<file path="config.mk">
export PLATFORM = sky130hd
export DESIGN_NAME = ring_node_ctrl
export DESIGN_NICKNAME = d
export VERILOG_FILES = /design/src/rtl/ring_node_pkg.sv /design/src/rtl/ring_link_fifo.sv /design/src/rtl/ring_tile_buf.sv /design/src/rtl/ring_node_ctrl.sv
export SDC_FILE = /design/constraint.sdc
export NUM_CORES = 1
export LEC_CHECK = 0
export ABC_AREA = 0
export CAP_MARGIN = 0
export CELL_PAD_IN_SITES_DETAIL_PLACEMENT = 1
export CELL_PAD_IN_SITES_GLOBAL_PLACEMENT = 2
export CORE_MARGIN = 3
export CORE_UTILIZATION = 48
export DETAILED_ROUTE_END_ITERATION = 12
export PLACE_DENSITY = 0.8
export SYNTH_ARGS = -nofsm -noshare
export SYNTH_HDL_FRONTEND = slang
export SYNTH_SLANG_ARGS = --single-unit
export TNS_END_PERCENT = 100
</file>
<file path="constraint.sdc">
create_clock -name clk -period 6.49 [get_ports clk]
set_clock_uncertainty 0.15 [all_clocks]
set_input_delay 1.298 -clock clk [delete_from_list [all_inputs] [get_ports clk]]
set_output_delay 1.298 -clock clk [all_outputs]
set_load 0.01 [all_outputs]
</file>
<file path="src/rtl/ring_node_pkg.sv">
package ring_node_pkg;

   // inbound parser position within the word stream
   typedef enum logic [1:0] {
      RX_ENUM = 2'd0,   // waiting for the first enumeration word
      RX_HDR  = 2'd1,   // packet boundary: next word is a header
      RX_PASS = 2'd2,   // relaying a packet for another node
      RX_RECV = 2'd3    // storing a packet for this node
   } rx_st_e;

   // ownership of the local tile buffer
   typedef enum logic [1:0] {
      TL_EMPTY = 2'd0,
      TL_HELD  = 2'd1,
      TL_SEND  = 2'd2
   } tl_st_e;

endpackage

</file>
<file path="src/rtl/ring_link_fifo.sv">
module ring_link_fifo #(
   parameter int unsigned W     = 17,
   parameter int unsigned DEPTH = 2
) (
   input  logic         clk,
   input  logic         rst,
   input  logic         push,
   input  logic [W-1:0] wdata,
   output logic         full,
   output logic         vld,
   input  logic         pop_rdy,
   output logic [W-1:0] rdata
);

   generate
      if (DEPTH < 1) begin : g_bad_depth
         $error("ring_link_fifo: DEPTH must be at least 1");
      end

      if (DEPTH == 1) begin : g_single
         logic         v_q;
         logic [W-1:0] d_q;

         always_ff @(posedge clk) begin
            if (rst)                v_q <= 1'b0;
            else if (push)          v_q <= 1'b1;
            else if (v_q && pop_rdy) v_q <= 1'b0;
         end

         always_ff @(posedge clk) begin
            if (push) d_q <= wdata;
         end

         assign full  = v_q;
         assign vld   = v_q;
         assign rdata = d_q;
      end else begin : g_ring
         localparam int unsigned PW = $clog2(DEPTH);
         localparam int unsigned NW = $clog2(DEPTH + 1);

         logic [W-1:0]  mem [DEPTH];
         logic [PW-1:0] wp_q, rp_q;
         logic [NW-1:0] cnt_q;
         logic          do_wr, do_rd;

         function automatic logic [PW-1:0] step(input logic [PW-1:0] p);
            return (p == PW'(DEPTH - 1)) ? '0 : p + PW'(1);
         endfunction

         assign full  = (cnt_q == NW'(DEPTH));
         assign vld   = (cnt_q != '0);
         assign rdata = mem[rp_q];
         assign do_wr = push && !full;
         assign do_rd = vld && pop_rdy;

         always_ff @(posedge clk) begin
            if (rst) begin
               wp_q  <= '0;
               rp_q  <= '0;
               cnt_q <= '0;
            end else begin
               if (do_wr) wp_q <= step(wp_q);
               if (do_rd) rp_q <= step(rp_q);
               if (do_wr && !do_rd)      cnt_q <= cnt_q + NW'(1);
               else if (do_rd && !do_wr) cnt_q <= cnt_q - NW'(1);
            end
         end

         always_ff @(posedge clk) begin
            if (do_wr) mem[wp_q] <= wdata;
         end
      end
   endgenerate

endmodule

</file>
<file path="src/rtl/ring_tile_buf.sv">
module ring_tile_buf #(
   parameter int unsigned W  = 8,
   parameter int unsigned N  = 64,
   parameter int unsigned AW = 6
) (
   input  logic          clk,
   input  logic          we,
   input  logic [AW-1:0] waddr,
   input  logic [W-1:0]  wdata,
   input  logic [AW-1:0] raddr_a,
   output logic [W-1:0]  rdata_a,
   input  logic [AW-1:0] raddr_b,
   output logic [W-1:0]  rdata_b
);

   generate
      if ((1 << AW) < N) begin : g_bad_aw
         $error("ring_tile_buf: AW too narrow for N");
      end
   endgenerate

   logic [W-1:0] mem [N];

   always_ff @(posedge clk) begin
      if (we) mem[waddr] <= wdata;
   end

   assign rdata_a = mem[raddr_a];
   assign rdata_b = mem[raddr_b];

endmodule

</file>
<file path="src/rtl/ring_node_ctrl.sv">
module ring_node_ctrl
   import ring_node_pkg::*;
#(
   parameter int unsigned DW        = 16,
   parameter int unsigned PIX_W     = 8,
   parameter int unsigned TILE_DIM  = 8,
   parameter int unsigned OUT_DEPTH = 2,
   localparam int unsigned TILE_WORDS = TILE_DIM * TILE_DIM,
   localparam int unsigned AW = (TILE_WORDS > 1) ? $clog2(TILE_WORDS) : 1
) (
   input  logic             clk,
   input  logic             rst,
   input  logic             in_vld,
   input  logic             in_ctl,
   input  logic [DW-1:0]    in_data,
   output logic             in_rdy,
   output logic             out_vld,
   output logic             out_ctl,
   output logic [DW-1:0]    out_data,
   input  logic             out_rdy,
   input  logic             done,
   input  logic             proc_we,
   input  logic [AW-1:0]    proc_addr,
   input  logic [PIX_W-1:0] proc_wdata,
   output logic [PIX_W-1:0] proc_rdata,
   output logic             tile_held,
   output logic [DW-1:0]    node_pos
);

   localparam int unsigned CW       = $clog2(TILE_WORDS + 1);
   localparam logic [DW-1:0] RET_ID = '1;
   localparam logic [CW-1:0] LAST_IX = CW'(TILE_WORDS - 1);
   localparam logic [CW-1:0] N_WORDS = CW'(TILE_WORDS);

   generate
      if (PIX_W == 0 || PIX_W > DW) begin : g_bad_pix
         $error("ring_node_ctrl: PIX_W must be 1..DW");
      end
      if (TILE_DIM == 0) begin : g_bad_dim
         $error("ring_node_ctrl: TILE_DIM must be nonzero");
      end
      if (DW < 2) begin : g_bad_dw
         $error("ring_node_ctrl: DW must be at least 2");
      end
   endgenerate

   rx_st_e        rx_q;
   tl_st_e        tl_q;
   logic [DW-1:0] pos_q;
   logic [CW-1:0] rcnt_q;
   logic [CW-1:0] scnt_q;
   logic          done_pend_q;

   logic          fifo_full;
   logic          push;
   logic [DW:0]   push_word;
   logic          acc;
   logic          boundary;
   logic          self_hdr;
   logic          start_ret;
   logic          sending;
   logic          buf_we;
   logic [AW-1:0] buf_waddr;
   logic [PIX_W-1:0] buf_wdata;
   logic [AW-1:0] send_addr;
   logic [PIX_W-1:0] send_pix;
   logic [DW:0]   fifo_rdata;

   assign boundary  = (rx_q == RX_ENUM) || (rx_q == RX_HDR);
   assign self_hdr  = (rx_q == RX_HDR) && !in_ctl && (in_data == pos_q);
   assign start_ret = done_pend_q && (tl_q == TL_HELD) && (rx_q == RX_HDR);
   assign sending   = (tl_q == TL_SEND);

   // inbound acceptance: a return in flight owns the outbound link
   always_comb begin
      if (sending || start_ret)  in_rdy = 1'b0;
      else if (rx_q == RX_RECV)  in_rdy = 1'b1;
      else if (self_hdr)         in_rdy = (tl_q == TL_EMPTY);
      else                       in_rdy = !fifo_full;
   end

   assign acc = in_vld && in_rdy;

   assign send_addr = AW'(scnt_q - CW'(1));

   // outbound word selection
   always_comb begin
      push      = 1'b0;
      push_word = {1'b0, in_data};
      if (sending) begin
         push      = !fifo_full;
         push_word = (scnt_q == '0) ? {1'b0, RET_ID} : {1'b0, DW'(send_pix)};
      end else if (acc && (rx_q != RX_RECV) && !self_hdr) begin
         push = 1'b1;
         if (boundary && in_ctl) push_word = {1'b1, in_data - DW'(1)};
         else                    push_word = {in_ctl, in_data};
      end
   end

   // buffer write: inbound tile words first, engine writes while held
   always_comb begin
      buf_we    = 1'b0;
      buf_waddr = proc_addr;
      buf_wdata = proc_wdata;
      if (acc && (rx_q == RX_RECV)) begin
         buf_we    = 1'b1;
         buf_waddr = AW'(rcnt_q);
         buf_wdata = in_data[PIX_W-1:0];
      end else if (proc_we && (tl_q == TL_HELD)) begin
         buf_we = 1'b1;
      end
   end

   // inbound parser
   always_ff @(posedge clk) begin
      if (rst) begin
         rx_q   <= RX_ENUM;
         pos_q  <= '0;
         rcnt_q <= '0;
      end else if (acc) begin
         unique case (rx_q)
            RX_ENUM: begin
               if (in_ctl) begin
                  pos_q <= in_data - DW'(1);
                  rx_q  <= RX_HDR;
               end
            end
            RX_HDR: begin
               rcnt_q <= '0;
               if (in_ctl)        pos_q <= in_data - DW'(1);
               else if (self_hdr) rx_q  <= RX_RECV;
               else               rx_q  <= RX_PASS;
            end
            RX_PASS, RX_RECV: begin
               rcnt_q <= rcnt_q + CW'(1);
               if (rcnt_q == LAST_IX) rx_q <= RX_HDR;
            end
            default: rx_q <= RX_ENUM;
         endcase
      end
   end

   // tile ownership and return sequencing
   always_ff @(posedge clk) begin
      if (rst) begin
         tl_q        <= TL_EMPTY;
         scnt_q      <= '0;
         done_pend_q <= 1'b0;
      end else begin
         unique case (tl_q)
            TL_EMPTY: begin
               if (acc && (rx_q == RX_RECV) && (rcnt_q == LAST_IX)) tl_q <= TL_HELD;
            end
            TL_HELD: begin
               if (start_ret) begin
                  tl_q        <= TL_SEND;
                  scnt_q      <= '0;
                  done_pend_q <= 1'b0;
               end else if (done) begin
                  done_pend_q <= 1'b1;
               end
            end
            TL_SEND: begin
               if (push) begin
                  scnt_q <= scnt_q + CW'(1);
                  if (scnt_q == N_WORDS) tl_q <= TL_EMPTY;
               end
            end
            default: tl_q <= TL_EMPTY;
         endcase
      end
   end

   ring_link_fifo #(
      .W     (DW + 1),
      .DEPTH (OUT_DEPTH)
   ) i_out_fifo (
      .clk     (clk),
      .rst     (rst),
      .push    (push),
      .wdata   (push_word),
      .full    (fifo_full),
      .vld     (out_vld),
      .pop_rdy (out_rdy),
      .rdata   (fifo_rdata)
   );

   ring_tile_buf #(
      .W  (PIX_W),
      .N  (TILE_WORDS),
      .AW (AW)
   ) i_tile_buf (
      .clk     (clk),
      .we      (buf_we),
      .waddr   (buf_waddr),
      .wdata   (buf_wdata),
      .raddr_a (send_addr),
      .rdata_a (send_pix),
      .raddr_b (proc_addr),
      .rdata_b (proc_rdata)
   );

   assign out_ctl   = fifo_rdata[DW];
   assign out_data  = fifo_rdata[DW-1:0];
   assign tile_held = (tl_q != TL_EMPTY);
   assign node_pos  = pos_q;

endmodule

</file>
* Yosys cells after proc, flatten, opt, wreduce, memory -nomap -nowiden
Memory sizes are Yosys's and may differ from the RTL's. A register that Yosys moved wholly into a read port is not among the register bits.
Cells that the tools add are included.
** Storage, ports and cells
- Register bits after elaboration :: 39
- Word-level logic and storage cells :: 114
- Memories :: 2
- Memory bits (writable) :: 546
- Bits of input ports :: 37
- Output and inout bits :: 44
** Memory list
- i_tile_buf.mem :: words 64, bits a word 8, read ports 2, clocked after memory_dff 0, write ports 1, RTL line ring_tile_buf.sv:22 : logic [W-1:0] mem [N];
- i_out_fifo.g_ring.mem :: words 2, bits a word 17, read ports 1, clocked after memory_dff 1, write ports 1, RTL line ring_link_fifo.sv:41 : logic [W-1:0] mem [DEPTH];
** Cells by class
- Muxes and demuxes :: 39
- Reductions and logical operators :: 39
- Equality and inequality tests :: 17
- Add/sub/neg operators :: 8
** Operators by type and width (count)
- $mux 17 :: 3
- $pmux 7 s2 :: 2
- $mux 1 :: 18
- $mux 2 :: 9
- $eq 16x16->1 :: 1
- $mux 16 :: 1
- $sub 16x1->16 const B :: 1
- $logic_and 1x1->1 :: 15
- $add 7x1->7 const B :: 2
- $mux 7 :: 2
- $pmux 2 s3 :: 2
- $reduce_bool 2->1 :: 6
- $ne 2x2->1 const B :: 5
- $eq 2x2->1 const B :: 4
- $mux 8 :: 1
- $reduce_and 4->1 :: 2
- $eq 7x6->1 const B :: 1
- $eq 7x7->1 const B :: 1
- $logic_not 7->1 :: 1
- $mux 6 :: 1
- $ne 2x1->1 const B :: 3
- $reduce_and 3->1 :: 2
- $sub 6x1->6 const B :: 1
- $logic_not 1->1 :: 5
- other kinds (8) :: 14

* Logic depth before layout (Yosys ltp)
Gate-level depths: netlist of run 1.
- Depth after elaboration :: 16
- Depth in mapped cells :: 14
- Depth with buffers taken out :: 10

* Modules after synthesis
From an unflattened synthesis of run 1, not the netlist that was laid out.
** Unflattened totals
- Cells, all modules :: 1640
- Area, all modules :: 28240.8 um^2
** Modules (own cells, without submodules)
- ring_tile_buf :: instances 1, sequential area each 15374.7 um^2, area each 23954.2 um^2, cells each 1195
- ring_node_ctrl :: instances 1, sequential area each 700.7 um^2, area each 2841.5 um^2, cells each 367
- ring_link_fifo :: instances 1, sequential area each 1121.1 um^2, area each 1445.1 um^2, cells each 78

* Least setup slack after synthesis of run 1
No wires, ideal clock.
- Path type :: input -> register
- Start :: input port in_vld
- End :: memory i_tile_buf.mem[0][0] (data pin)
- Path slack :: 1.177 ns
- Library setup time :: 0.702 ns
- Stages :: 4
- Buffers on the path :: 2
- Arrival :: 4.460 ns
- Required time :: 5.638 ns
- Cell sequence :: nand3_1 > clkbuf_1 > buf_1 > o21ai_0
** Between the ends
- Word-level cells in the longest chain between the ends :: 3
** Ends and longest elaborated chain
- start, declared :: RTL line ring_node_ctrl.sv:13 : input logic in_vld,
- $logic_and 1x1->1 :: RTL line ring_node_ctrl.sv:82 : assign acc = in_vld && in_rdy;
- $logic_and 1x1->1 :: RTL line ring_node_ctrl.sv:105 : if (acc && (rx_q == RX_RECV)) begin
- $mux 8 :: RTL line ring_node_ctrl.sv:105
- named net buf_wdata[0] :: RTL line ring_node_ctrl.sv:64 : logic [PIX_W-1:0] buf_wdata;
- end, declared :: RTL line ring_tile_buf.sv:22
The timed path passes the listed nets, and every way through them passes these cells.

* Worst setup path after layout of run 1
- Start :: input port proc_addr[1]
- End :: output port proc_rdata[5]
** Between the ends
- Word-level cells in the longest chain between the ends :: 1
** Ends and longest elaborated chain
- start, declared :: RTL line ring_node_ctrl.sv:23 : input logic [AW-1:0] proc_addr,
- $mem_v2 64x8
- end, declared :: RTL line ring_node_ctrl.sv:25 : output logic [PIX_W-1:0] proc_rdata,
No other way between the ends.

==> metrics.md, run 1 <==
| Metric | Value |
|---|---|
| CP Capture Type | output port |
| Hold Path Origin | done_pend_q |
| Cell area power density | 268 nW/µm² |
| Hold-fix buffers, CTS | 0 |
| Routed wire length | 88000 µm |
| Iteration-0 DRC Markers | 1972 |
| Nets | 1745 |
| Reg clk slew, reported paths | 0.06 ns |
| # IOs | 81 |
| Worst reg-to-reg path cell count | 6 |
| Post-synth ARST share | 0 |
| Final Max Slew Viols | 0 |
| Total CTS buffers | 66 |
| Final min period | 5.87 ns |
| Dpl hpwl | 59800 µm |
| Synth Flop Type | edfxtp_1 |
| Syn nets | 1658 |
| DR WL/cell | 35.1 µm |
| Final period utilization | 0.905 |
| Vias in the first global route | 17468 |
| Die Y | 248 µm |
| Share of layout cells above drive strength 1 | 0.283 |
| Top post-synthesis cells by count | edfxtp_1, mux4_2, nor2_1 |
| Sequential share of the synthesized area | 0.611 |
| Worst-path fanout max | 54 |
| Post-DRT Antenna Nets | 0 |
| CTS tree | done |
| Initial Util | 0.486 |
| CTS H-tree lvls | 3 |
| Final GP Congestion | 0.885 |
| PostCTS Resize Cnt | 0 |
| Fmax | 0.170 GHz |
| Pin slew with the least headroom to its limit | 1.31 ns |
| Top-area cell type share of the netlist area | 0.582 |
| Crit start category | input pin |
| Final setup viols | 0 |
| Synth area leaders | edfxtp_1, mux4_2, dfxtp_1 |
| Max IR drop VDD | 0.214 mV |
| Fin area | 32000 µm² |
| Top-count cell post-synth | edfxtp_1 |
| Slew headroom | 0.124 |
| Sink Count | 586 |
| Final hold vios | 0 |
| Multi-input logic area | 10500 µm² |
| Clk_lat worst skew | 0.61 ns |
| Overflow after GRT | 0 |
| Max-Cap Viols | 0 |
| Warnings, synthesis | 0 |
| Syn Inst Count | 1615 |
| Reg area | 17200 µm² |
| Port Buffer Count | 80 |
| # diodes | 0 |
| Pin count of the biggest net entering global routing | 107 |
| End point of the critical path | proc_rdata[5] |
| Fillers | 5240 |
| Post-synthesis average cell area | 17.4 µm² |
| Post-CTS Setup Inserts | 0 |
| First-pass GRT wire length | 127000 µm |
| Rows | 88 |
| Vias per cell | 6.77 |
| Leakage | 9.94 nW |
| Total global-route track usage | 0.292 |
| Critical path data required time | 5.04 ns |
| Setup TNS | 0 ns |
| # DRC | 0 |
| Synth Cell Area | 28200 µm² |
| Core ar. | 57900 µm² |
| Root buffer cell | clkbuf_16 |
| Initial antenna violation count | 2 |
| Die area | 61600 µm² |
| Area Growth Syn to Fin | 13.5% |
| Vias | 17011 |
| RR Startpoint | tl_q[0] |
| Die extent in x | 248 µm |
| Seq cells post-synth | 586 |
| Synth unique cells | 67 |
| Critical path class | input pin to output port |
| Overall Power | 8.56 mW |
| Clock Tree Buf Depth | 3 |
| Critical path data arrival time | 4.42 ns |
| R2R setup slack | 2.00 ns |
| Synth area leader | edfxtp_1 |
| Hold Crit Class | flop to flop |
| EDFF count, synth | 546 |
| RSZ-0062 raised after global routing | false |
| Crit. Startpoint | proc_addr[1] |
| Outcome | finished clean |
| Worst r2r dst | i_tile_buf.mem[51][2] |
| Drt pass-1 iters | 5 |
| Post-DP Area | 30000 µm² |
routing by layer:
layer / part of all wire / vias to the layer above / GRT usage
met2: 0.48 / 983 / 0.467
li1: - / 6857 / -
met1: 0.38 / 9014 / 0.396
met5: 0.00034 / - / 0
met4: 0.038 / 4 / 0.111
met3: 0.10 / 153 / 0.0623
metrics by stage:
step           utilization  setup WS (ns)  instances  hold WS (ns)
2_1_floorplan            -           1.18       1615         0.287
3_3_place_gp         0.518          0.628       2399         0.303
3_5_place_dp         0.518          0.579       2399         0.326
4_1_cts              0.552          0.587       2511         0.340
5_1_grt              0.552          0.507       2511         0.379
6_report             0.552          0.617       2511         0.334
how the worst min path moves through the flow:
stage	endpoint	slack (ns)	cells after the start
after CTS	done_pend_q	0.34	2
after floorplan	done_pend_q	0.29	2
after global routing	done_pend_q	0.38	2
after global placement	done_pend_q	0.30	2
final	done_pend_q	0.33	2
after detailed placement	done_pend_q	0.33	2
placed cells by master (no fill, tap or decap), drive strengths merged, types with 4 or more instances in the layout:
cell type and count:
mux2 34, a31oi 9, or2 4, buf 59
ha 6, o21ai 19, o22a 4, clkinv 23
a21oi 24, o22ai 6, clkdlybuf4s50 76, or3 12
nand3 12, clkbuf 82, a211oi 20, bufinv 4
a32oi 10, edfxtp 546, or4 5, o211ai 4
nand2b 10, nor3 11, xor2 33, nor4 9
mux4 296, nor2 134, nor2b 5, nand2 111
nand4 6, o31ai 8, inv 14, dfxtp 40
nand3b 20, mux2i 20, a2111oi 7, xnor2 22
where the power goes:
part	total, mW	leakage [nW]	internal (mW)	switching, mW
clock network	3.54	0.966	2.04	1.49
registers	4.24	5.24	4.19	0.0490
logic	0.780	3.73	0.354	0.426
worst max-delay path: stages:
cell,delay (ns)
clkbuf_8,0.58
buf_12,0.31
mux4_2,0.54
mux4_2,0.52
mux4_2,0.57
clkdlybuf4s50_1,0.52
flip-flops by register name, indices dropped and copies added (netlist names), named ones only:
name,flops
rx_q,2
i_tile_buf.mem,512
tl_q,2
scnt_q,7
i_out_fifo.g_ring.rp_q,1
node_pos,16
rcnt_q,7
i_out_fifo.g_ring.wp_q,1
done_pend_q,1
i_out_fifo.g_ring.cnt_q,2
i_out_fifo.g_ring.mem,34
area by class of cell:
class | count | area share
sequential | 586 | 0.538
inverter | 12 | 0.00141
timing repair buffer | 136 | 0.0411
clock buffer | 81 | 0.0541
multi-input combinational | 900 | 0.328
tap | 765 | 0.0299
clock inverter | 31 | 0.00794
cells by family after synthesis:
group           Yosys count  synth area share
compound gates          137            0.0343
xor+xnor                 55            0.0171
fa+ha+maj                 6           0.00267
buf+inv                 129            0.0201
flops                   586             0.611
mux                     350             0.258
simple gates            352            0.0575
(Power assumes the default switching activity.)
==> run 2: changes to the inputs <==
- GPL_ROUTABILITY_DRIVEN: default -> 1
==> results of run 2 <==
No change in the layout: final DEF, timing and power equal those of run 1.
==> run 3: changes to the inputs <==
- CTS_CLUSTER_DIAMETER: default -> 120
==> results of run 3 <==
No change in the layout: final DEF, timing and power equal those of run 1.
